--- src/rtl/pz_io_pkg.sv ---
package pz_io_pkg;

   typedef enum logic [1:0] {
      PZ_SEL_NONE  = 2'd0,
      PZ_SEL_LATCH = 2'd1,
      PZ_SEL_PULL  = 2'd2,
      PZ_SEL_ASEL  = 2'd3
   } pz_sel_e;

   function automatic pz_sel_e pz_decode(input logic [7:0] addr,
                                         input logic [7:0] a_latch,
                                         input logic [7:0] a_pull,
                                         input logic [7:0] a_asel);
      if (addr == a_latch)     return PZ_SEL_LATCH;
      else if (addr == a_pull) return PZ_SEL_PULL;
      else if (addr == a_asel) return PZ_SEL_ASEL;
      else                     return PZ_SEL_NONE;
   endfunction

endpackage

--- src/rtl/pz_io_regs.sv ---
module pz_io_regs
   import pz_io_pkg::*;
#(
   parameter int         WIDTH      = 8,
   parameter int         ADDR_W     = 8,
   parameter logic [7:0] LATCH_ADDR = 8'h80,
   parameter logic [7:0] PULL_ADDR  = 8'hE4,
   parameter logic [7:0] ASEL_ADDR  = 8'hE2
) (
   input  logic              clk,
   input  logic              rst_n,
   input  logic [ADDR_W-1:0] reg_addr,
   input  logic              reg_wr,
   input  logic [WIDTH-1:0]  reg_wdata,
   input  logic              xbus_active,
   output pz_sel_e           sel,
   output logic [WIDTH-1:0]  latch_q,
   output logic [WIDTH-1:0]  pull_q,
   output logic [WIDTH-1:0]  asel_q
);

   localparam logic [WIDTH-1:0] ALL_ONES = {WIDTH{1'b1}};
   localparam logic [WIDTH-1:0] ALL_ZERO = {WIDTH{1'b0}};

   logic wr_latch, wr_pull, wr_asel;

   always_comb begin
      sel      = pz_decode(8'(reg_addr), LATCH_ADDR, PULL_ADDR, ASEL_ADDR);
      wr_latch = reg_wr && (sel == PZ_SEL_LATCH);
      wr_pull  = reg_wr && (sel == PZ_SEL_PULL);
      wr_asel  = reg_wr && (sel == PZ_SEL_ASEL);
   end

   // External access owns the latch: reload to all ones beats any write.
   always_ff @(posedge clk or negedge rst_n) begin
      if (!rst_n)           latch_q <= ALL_ONES;
      else if (xbus_active) latch_q <= ALL_ONES;
      else if (wr_latch)    latch_q <= reg_wdata;
   end

   always_ff @(posedge clk or negedge rst_n) begin
      if (!rst_n)       pull_q <= ALL_ONES;
      else if (wr_pull) pull_q <= reg_wdata;
   end

   always_ff @(posedge clk or negedge rst_n) begin
      if (!rst_n)       asel_q <= ALL_ZERO;
      else if (wr_asel) asel_q <= reg_wdata;
   end

endmodule

--- src/rtl/pz_io_sync.sv ---
module pz_io_sync #(
   parameter int WIDTH  = 8,
   parameter int STAGES = 2
) (
   input  logic             clk,
   input  logic             rst_n,
   input  logic [WIDTH-1:0] din,
   output logic [WIDTH-1:0] dout
);

   logic [WIDTH-1:0] stage_q [STAGES];

   always_ff @(posedge clk or negedge rst_n) begin
      if (!rst_n) stage_q[0] <= '0;
      else        stage_q[0] <= din;
   end

   for (genvar k = 1; k < STAGES; k++) begin : g_stage
      always_ff @(posedge clk or negedge rst_n) begin
         if (!rst_n) stage_q[k] <= '0;
         else        stage_q[k] <= stage_q[k-1];
      end
   end

   assign dout = stage_q[STAGES-1];

endmodule

--- src/rtl/pz_io_pad.sv ---
module pz_io_pad #(
   parameter int WIDTH       = 8,
   parameter int ANALOG_BITS = 1
) (
   input  logic [WIDTH-1:0]       latch_q,
   input  logic [WIDTH-1:0]       pull_q,
   input  logic [ANALOG_BITS-1:0] asel_lo,
   input  logic                   adc_en,
   input  logic                   xbus_active,
   input  logic                   xbus_oe,
   input  logic [WIDTH-1:0]       xbus_out,
   output logic [WIDTH-1:0]       pad_oe,
   output logic [WIDTH-1:0]       pad_do,
   output logic [WIDTH-1:0]       pad_pu_en,
   output logic [WIDTH-1:0]       din_en
);

   for (genvar i = 0; i < WIDTH; i++) begin : g_bit
      logic analog;

      if (i < ANALOG_BITS) begin : g_ana
         assign analog = asel_lo[i];
      end else begin : g_dig
         assign analog = 1'b0;
      end

      always_comb begin
         din_en[i]    = !analog;
         pad_pu_en[i] = !pull_q[i] && !(analog && adc_en);
         if (xbus_active) begin
            pad_oe[i] = xbus_oe;
            pad_do[i] = xbus_oe && xbus_out[i];
         end else begin
            pad_oe[i] = !latch_q[i];
            pad_do[i] = 1'b0;
         end
      end
   end

endmodule

--- src/rtl/pz_io_rdmux.sv ---
module pz_io_rdmux
   import pz_io_pkg::*;
#(
   parameter int WIDTH = 8
) (
   input  logic             reg_rd,
   input  logic             reg_rmw,
   input  pz_sel_e          sel,
   input  logic [WIDTH-1:0] latch_q,
   input  logic [WIDTH-1:0] pull_q,
   input  logic [WIDTH-1:0] asel_q,
   input  logic [WIDTH-1:0] pin_sync,
   input  logic [WIDTH-1:0] din_en,
   output logic [WIDTH-1:0] reg_rdata
);

   always_comb begin
      reg_rdata = '0;
      if (reg_rd) begin
         unique case (sel)
            PZ_SEL_LATCH: reg_rdata = reg_rmw ? latch_q : (pin_sync & din_en);
            PZ_SEL_PULL:  reg_rdata = pull_q;
            PZ_SEL_ASEL:  reg_rdata = asel_q;
            default:      reg_rdata = '0;
         endcase
      end
   end

endmodule

--- src/rtl/pz_io_ctrl.sv ---
module pz_io_ctrl
   import pz_io_pkg::*;
#(
   parameter int         WIDTH       = 8,
   parameter int         ADDR_W      = 8,
   parameter int         SYNC_STAGES = 2,
   parameter int         ANALOG_BITS = 1,
   parameter logic [7:0] LATCH_ADDR  = 8'h80,
   parameter logic [7:0] PULL_ADDR   = 8'hE4,
   parameter logic [7:0] ASEL_ADDR   = 8'hE2
) (
   input  logic                   clk,
   input  logic                   rst_n,
   input  logic [ADDR_W-1:0]      reg_addr,
   input  logic                   reg_wr,
   input  logic                   reg_rd,
   input  logic                   reg_rmw,
   input  logic [WIDTH-1:0]       reg_wdata,
   output logic [WIDTH-1:0]       reg_rdata,
   input  logic                   adc_en,
   input  logic                   xbus_active,
   input  logic                   xbus_oe,
   input  logic [WIDTH-1:0]       xbus_out,
   output logic [WIDTH-1:0]       xbus_rdata,
   input  logic [WIDTH-1:0]       pad_in,
   output logic [WIDTH-1:0]       pad_oe,
   output logic [WIDTH-1:0]       pad_do,
   output logic [WIDTH-1:0]       pad_pu_en,
   output logic [ANALOG_BITS-1:0] adc_ain_en
);

   // Elaboration-time parameter checks.
   if (SYNC_STAGES < 2) begin : g_bad_sync
      $error("pz_io_ctrl: SYNC_STAGES must be at least 2");
   end
   if (ANALOG_BITS < 1 || ANALOG_BITS > WIDTH) begin : g_bad_ana
      $error("pz_io_ctrl: ANALOG_BITS must lie in 1..WIDTH");
   end
   if (ADDR_W != 8) begin : g_bad_addr
      $error("pz_io_ctrl: ADDR_W must be 8");
   end
   if (LATCH_ADDR == PULL_ADDR || LATCH_ADDR == ASEL_ADDR || PULL_ADDR == ASEL_ADDR) begin : g_bad_map
      $error("pz_io_ctrl: register addresses must be distinct");
   end

   pz_sel_e          sel;
   logic [WIDTH-1:0] latch_q, pull_q, asel_q;
   logic [WIDTH-1:0] pin_sync, din_en;

   pz_io_regs #(
      .WIDTH(WIDTH), .ADDR_W(ADDR_W),
      .LATCH_ADDR(LATCH_ADDR), .PULL_ADDR(PULL_ADDR), .ASEL_ADDR(ASEL_ADDR)
   ) u_regs (
      .clk(clk), .rst_n(rst_n), .reg_addr(reg_addr), .reg_wr(reg_wr),
      .reg_wdata(reg_wdata), .xbus_active(xbus_active), .sel(sel),
      .latch_q(latch_q), .pull_q(pull_q), .asel_q(asel_q)
   );

   pz_io_sync #(.WIDTH(WIDTH), .STAGES(SYNC_STAGES)) u_sync (
      .clk(clk), .rst_n(rst_n), .din(pad_in), .dout(pin_sync)
   );

   pz_io_pad #(.WIDTH(WIDTH), .ANALOG_BITS(ANALOG_BITS)) u_pad (
      .latch_q(latch_q), .pull_q(pull_q), .asel_lo(asel_q[ANALOG_BITS-1:0]),
      .adc_en(adc_en), .xbus_active(xbus_active), .xbus_oe(xbus_oe),
      .xbus_out(xbus_out), .pad_oe(pad_oe), .pad_do(pad_do),
      .pad_pu_en(pad_pu_en), .din_en(din_en)
   );

   pz_io_rdmux #(.WIDTH(WIDTH)) u_rdmux (
      .reg_rd(reg_rd), .reg_rmw(reg_rmw), .sel(sel), .latch_q(latch_q),
      .pull_q(pull_q), .asel_q(asel_q), .pin_sync(pin_sync),
      .din_en(din_en), .reg_rdata(reg_rdata)
   );

   assign xbus_rdata = pad_in;
   assign adc_ain_en = asel_q[ANALOG_BITS-1:0];

endmodule

--- config.mk ---
export PLATFORM = sky130hd
export DESIGN_NAME = pz_io_ctrl
export DESIGN_NICKNAME = d
export VERILOG_FILES = /design/src/rtl/pz_io_pkg.sv /design/src/rtl/pz_io_regs.sv /design/src/rtl/pz_io_sync.sv /design/src/rtl/pz_io_pad.sv /design/src/rtl/pz_io_rdmux.sv /design/src/rtl/pz_io_ctrl.sv
export SDC_FILE = /design/constraint.sdc
export NUM_CORES = 1
export LEC_CHECK = 0
export BUFFER_PORTS_ARGS = -buffer_cell sky130_fd_sc_hd__buf_2
export CORE_UTILIZATION = 35
export CTS_CLUSTER_SIZE = 30
export DETAILED_ROUTE_END_ITERATION = 16
export MAX_ROUTING_LAYER = met4
export PLACE_DENSITY = 0.71
export REMOVE_ABC_BUFFERS = 1
export SLEW_MARGIN = 15
export SYNTH_ARGS = -nofsm -noshare
export SYNTH_HDL_FRONTEND = slang
export SYNTH_HIERARCHICAL = 1
export SYNTH_SLANG_ARGS = --single-unit
--- constraint.sdc ---
create_clock -name clk -period 2.15 [get_ports clk]
set_input_delay 0 -clock clk [delete_from_list [all_inputs] [get_ports clk]]
set_output_delay 0 -clock clk [all_outputs]
set_load 0.01 [all_outputs]
; ---- Word-level counts from Yosys, hierarchy flattened
; Cells that the tools add are included.
[op_classes]
n_eq_ne = 6
reduce_logical = 32
bitwise = 1
n_mux = 24
[ops]
columns = op, count
row1 = 2-to-1 mux 8 bit, 4
row2 = == test 8 bit (second input constant), 3
row3 = one-hot mux 8 bit (3 select lines), 1
row4 = logical NOT 1 bit, 18
row5 = 2-to-1 mux 1 bit, 16
row6 = logical AND 1 bit, 13
row7 = AND 8 bit, 1
row8 = 2-to-1 mux 2 bit, 3
row9 = == test 2 bit (second input constant), 2
row10 = == test 2 x 1 -> 1 bit (second input constant), 1
row11 = nonzero test 2 bit, 1
[word_totals]
regBits = 40
out_inout_bits = 41

; ---- Longest topological paths before layout
[depth]
ltp_word = 8
depth_mapped = 6
mapped_depth_nobuf = 4

; ---- Modules after synthesis
; The synthesis kept the hierarchy.
[by_module_without_submodules]
columns = module, cells_each, n_inst, area_each_um2, seq_area_each_um2
row1 = pz_io_regs, 81, 1, 1072.3, 620.6
row2 = pz_io_sync, 24, 1, 460.4, 400.4
row3 = pz_io_rdmux, 45, 1, 376.6, 0.0
row4 = pz_io_pad, 36, 1, 220.2, 0.0
row5 = pz_io_ctrl, 8, 1, 60.1, 0.0

; ---- Least setup slack after synthesis
; No wires, ideal clock.
[synth_timing]
path_type = input to output
startpoint = input port reg_addr[0]
endpoint = output port reg_rdata[5]
stages = 6
arrival_time_ps = 1833
required_ps = 2150
path_slack_ps = 317
path_buffers = 2
path_cell_list = or4b_1 -> clkbuf_2 -> nor3_1 -> buf_4 -> a21oi_1 -> a2111oi_2
[synth_via]
elab_chain_cells = 7
elab_cells_between_ends = 11
classes_between = eq/ne: 6 / mux: 5
[synth_lines]
columns = element, line
row1 = "start, declared", pz_io_ctrl.sv:14  ; input logic [ADDR_W-1:0] reg_addr,
row2 = == test 8 bit, pz_io_pkg.sv:16  ; else if (addr == a_asel) return PZ_SEL_ASEL;
row3 = 2-to-1 mux 2 bit, pz_io_pkg.sv:16
row4 = 2-to-1 mux 2 bit, pz_io_pkg.sv:15  ; else if (addr == a_pull) return PZ_SEL_PULL;
row5 = 2-to-1 mux 2 bit (*), pz_io_pkg.sv:14  ; if (addr == a_latch) return PZ_SEL_LATCH;
row6 = via sel[1], pz_io_ctrl.sv:46  ; pz_sel_e sel;
row7 = == test 2 bit or == test 2 x 1 -> 1 bit (tied branches), pz_io_rdmux.sv:20  ; unique case (sel)
row8 = one-hot mux 8 bit (3 select lines) (*), pz_io_rdmux.sv:20
row9 = 2-to-1 mux 8 bit (*), pz_io_rdmux.sv:19  ; if (reg_rd) begin
row10 = "end, declared", pz_io_ctrl.sv:19  ; output logic [WIDTH-1:0] reg_rdata,
; Mark *: on every way through the listed nets, which the timed path passes. The rest lies on a longest branch.

; ---- Worst setup path in the final report
[layout_timing]
startpoint = input port reg_addr[0]
endpoint = output port reg_rdata[7]
; The elaborated chain is that of the path after synthesis.

==> reports/qor.yml <==
postLayoutCellArea_um2: 2786
grt_usage: 0.1576
clock_path_buffers: 2
fin_skew_ps: 5.013
clock_tree_from_tritoncts: "yes"
arrival_ps: 1890
met1Wirelength_mm: 2.192
postCtsSetupBuffers: 0
synth_edf_count: 0
worst_setup_hold_path_clk_slew_ps: 70
layout_min_cycle_time_ps: 1886
die-area_um2: 6576
met2RoutedLength_mm: 2.243
critical_path.n_buffers_inverters: 3
post_synth_inst_count: 194
cts_max_level: 2
antenna_cells_inserted: 0
cp-startpoint: "reg_addr[0]"
met3_length_um: 264
final_util: 0.4651
floorplan.rows: 28
gpl.final_weighted_congestion: 0.7202
synth_top_area_cell: "dfrtp_1"
dp_hpwl_mm: 3.190
grt_overflow_total: 0
post_route_cells_drive_above_1_share: 0.5376
grt_antenna_before_repair: 0
synth_seq_cells: 40
total_leakage_power_nw: 1.274
crit_required_ps: 2150
cp-start-kind: "input port"
post-route-period-util: 0.8773
rr_startpoint: "u_regs/latch_q[0]"
area.growth.synth_to_final_pct: 27.26
nNetsFinal: 318
vias_in_the_first_global_route: 1591
tritoncts_num_sinks: 40
synth.lib_cells_used.distinct: 29
holdCritPathClass: "in2reg"
netlist_top_cells_area: "dfrtp_1, dfstp_2, buf_4"
total_via_count_after_detailed_routing: 1647
avgRoutedWirePerCell_um: 13.38
synth_top_cell_area_share: 0.2743
initial_utilization: 0.3655
finalSetupViolations: 0
cpMaxStageDelayCell: "or4b_1"
irDropWorstVdd_mv: 0.3739
worst_setup_path_end_kind: "primary output"
ant_nets: 0
max_freq_ghz: 0.5302
drv_cap: 0
dieHeight_um: 81.10
cp_slowest_stage_delay_ps: 640
status: "finished, final reports clean"
place.port_buffers: 80
final-max-slew-violation-count: 0
worstMarginPinSlew_ps: 880.0
cts_buffers: 5
grt_setup_unrepaired: "false"
hold_path.startpoint: "xbus_active"
power_dens_cells_nw_per_um2: 533.9
synthTopCellsByCount: "a21oi_1, buf_4, dfrtp_1"
worst-setup-path-type: "in2out"
cts_root_buf: "clkbuf_8"
ys.warnings.count: 6
floorplan.core_area_um2: 5991
timing.critical_path.cells: "buf_2 -> or4b_1 -> nor3_2 -> buf_12 -> a21oi_1 -> a2111oi_2 -> buf_2"
synth-main-ff-cell: "dfrtp_1"
async_reset_ff_frac: 1.000
final_wirelength_mm: 4.738
setup_slack_reg_to_reg_ps: 1330
detail_route.first_pass.iterations: 4
critical_path_peak_fanout: 24
post_cts_resized: 0
synth_area_um2: 2190
timing.max_slew.rel_slack: 0.4133
crit_path_frequent_cell: "buf_2"
number_of_top_level_design_ports: 81
placed_cell_area_um2: 2536
final.fill_count: 579
crit_family: "simple AND/OR/NAND/NOR gates"
clk_latency_ps: 290
grt_first_pass_wirelength_mm: 7.486
detail_route.vias_per_cell: 4.653
average_cell_area_after_synthesis_um2: 11.29
synth.yosys.seq_area_share: 0.4663
cts_hold_buf: 17
hold_violations: 0
drt_drc_violations_left: 0
highest_layer: "met4"
drtIter0Drc: 56
floorplan.die.width_um: 81.10
pin_count_of_the_biggest_net_entering_global_routing: 41
through the flow:
stage / hold slack [ps] / std cells / total power [W] / setup TNS [ps] / setup slack [ps]
5_1_grt: 204.4 / 354 / 0.001572 / 0 / 190.6
3_5_place_dp: 119.5 / 329 / 0.001013 / 0 / 283.6
6_report: 176.1 / 354 / 0.001488 / 0 / 263.8
3_3_place_gp: 118.4 / 329 / 0.001008 / 0 / 291.7
2_1_floorplan: -295.6 / 168 / 0.0008893 / -2685 / -335.6
4_1_cts: 172.2 / 354 / 0.001515 / 0 / 268.8
power breakdown:
group          switching, W  internal [W]
clock              0.000238      0.000230
combinational      0.000114      0.000103
sequential        0.0000130      0.000789
layout by cell type (no fill, tap or decap), drive strengths merged:
cell	n
a2111oi	8
buf	86
clkbuf	8
nand3	1
dfrtp	24
and3b	8
a21oi	25
or3	1
nand3b	9
nor3	3
dfstp	16
and3	8
nor2	16
dlygate4sd3	17
xnor2	1
nor2b	1
mux2	16
or4b	2
nand2	2
nor4	1
a211oi	1
mux2i	8
inv	10
conb	7
final timing paths:
path                                      endpoint  cells after the start
worst min register to register      u_sync/dout[6]                      0
worst max register to register   u_regs/latch_q[0]                      2
worst min-delay path             u_regs/latch_q[6]                      3
worst max-delay path                  reg_rdata[7]                      7
max in group asynchronous           u_sync/dout[2]                      2
min in group asynchronous       u_sync/stage_q[12]                      2
worst min-delay path, stage by stage:
cell,delay (ps)
buf_2,240
nor2_1,140
mux2i_1,70
cell families (layout without fill, tap and decap cells):
kind of cell	after synthesis	count (layout)	share of synthesized area
AO/OA/AOI/OAI	34	34	0.1154
flip-flops	40	40	0.4663
multiplexers	24	24	0.1189
XOR/XNOR	1	1	0.004001
other	1	7	0.001713
buffers and inverters	42	121	0.1257
AND/OR/NAND/NOR	52	52	0.1680
routing by layer:
metal | global-route usage | vias to the layer above
met5 | - | -
met4 | 0.03750 | 0
met3 | 0.03820 | 4
met2 | 0.2689 | 56
met1 | 0.1867 | 772
li1 | - | 815
sequential cells by signal, indices dropped and copies added (netlist names):
signal	flops
u_regs/asel_q	8
u_regs/latch_q	8
u_regs/pull_q	8
u_sync/dout	8
u_sync/stage_q	8
final cells by class:
class | instances | area, µm² | area share
clock buffer | 8 | 80.08 | 0.02874
multi-input combinational | 118 | 925.9 | 0.3323
timing repair buffer | 103 | 628.1 | 0.2254
sequential | 40 | 1021 | 0.3664
inverter | 10 | 37.54 | 0.01347
tap | 75 | 93.84 | 0.03368
No activity file was read; power rests on OpenSTA's default activity.
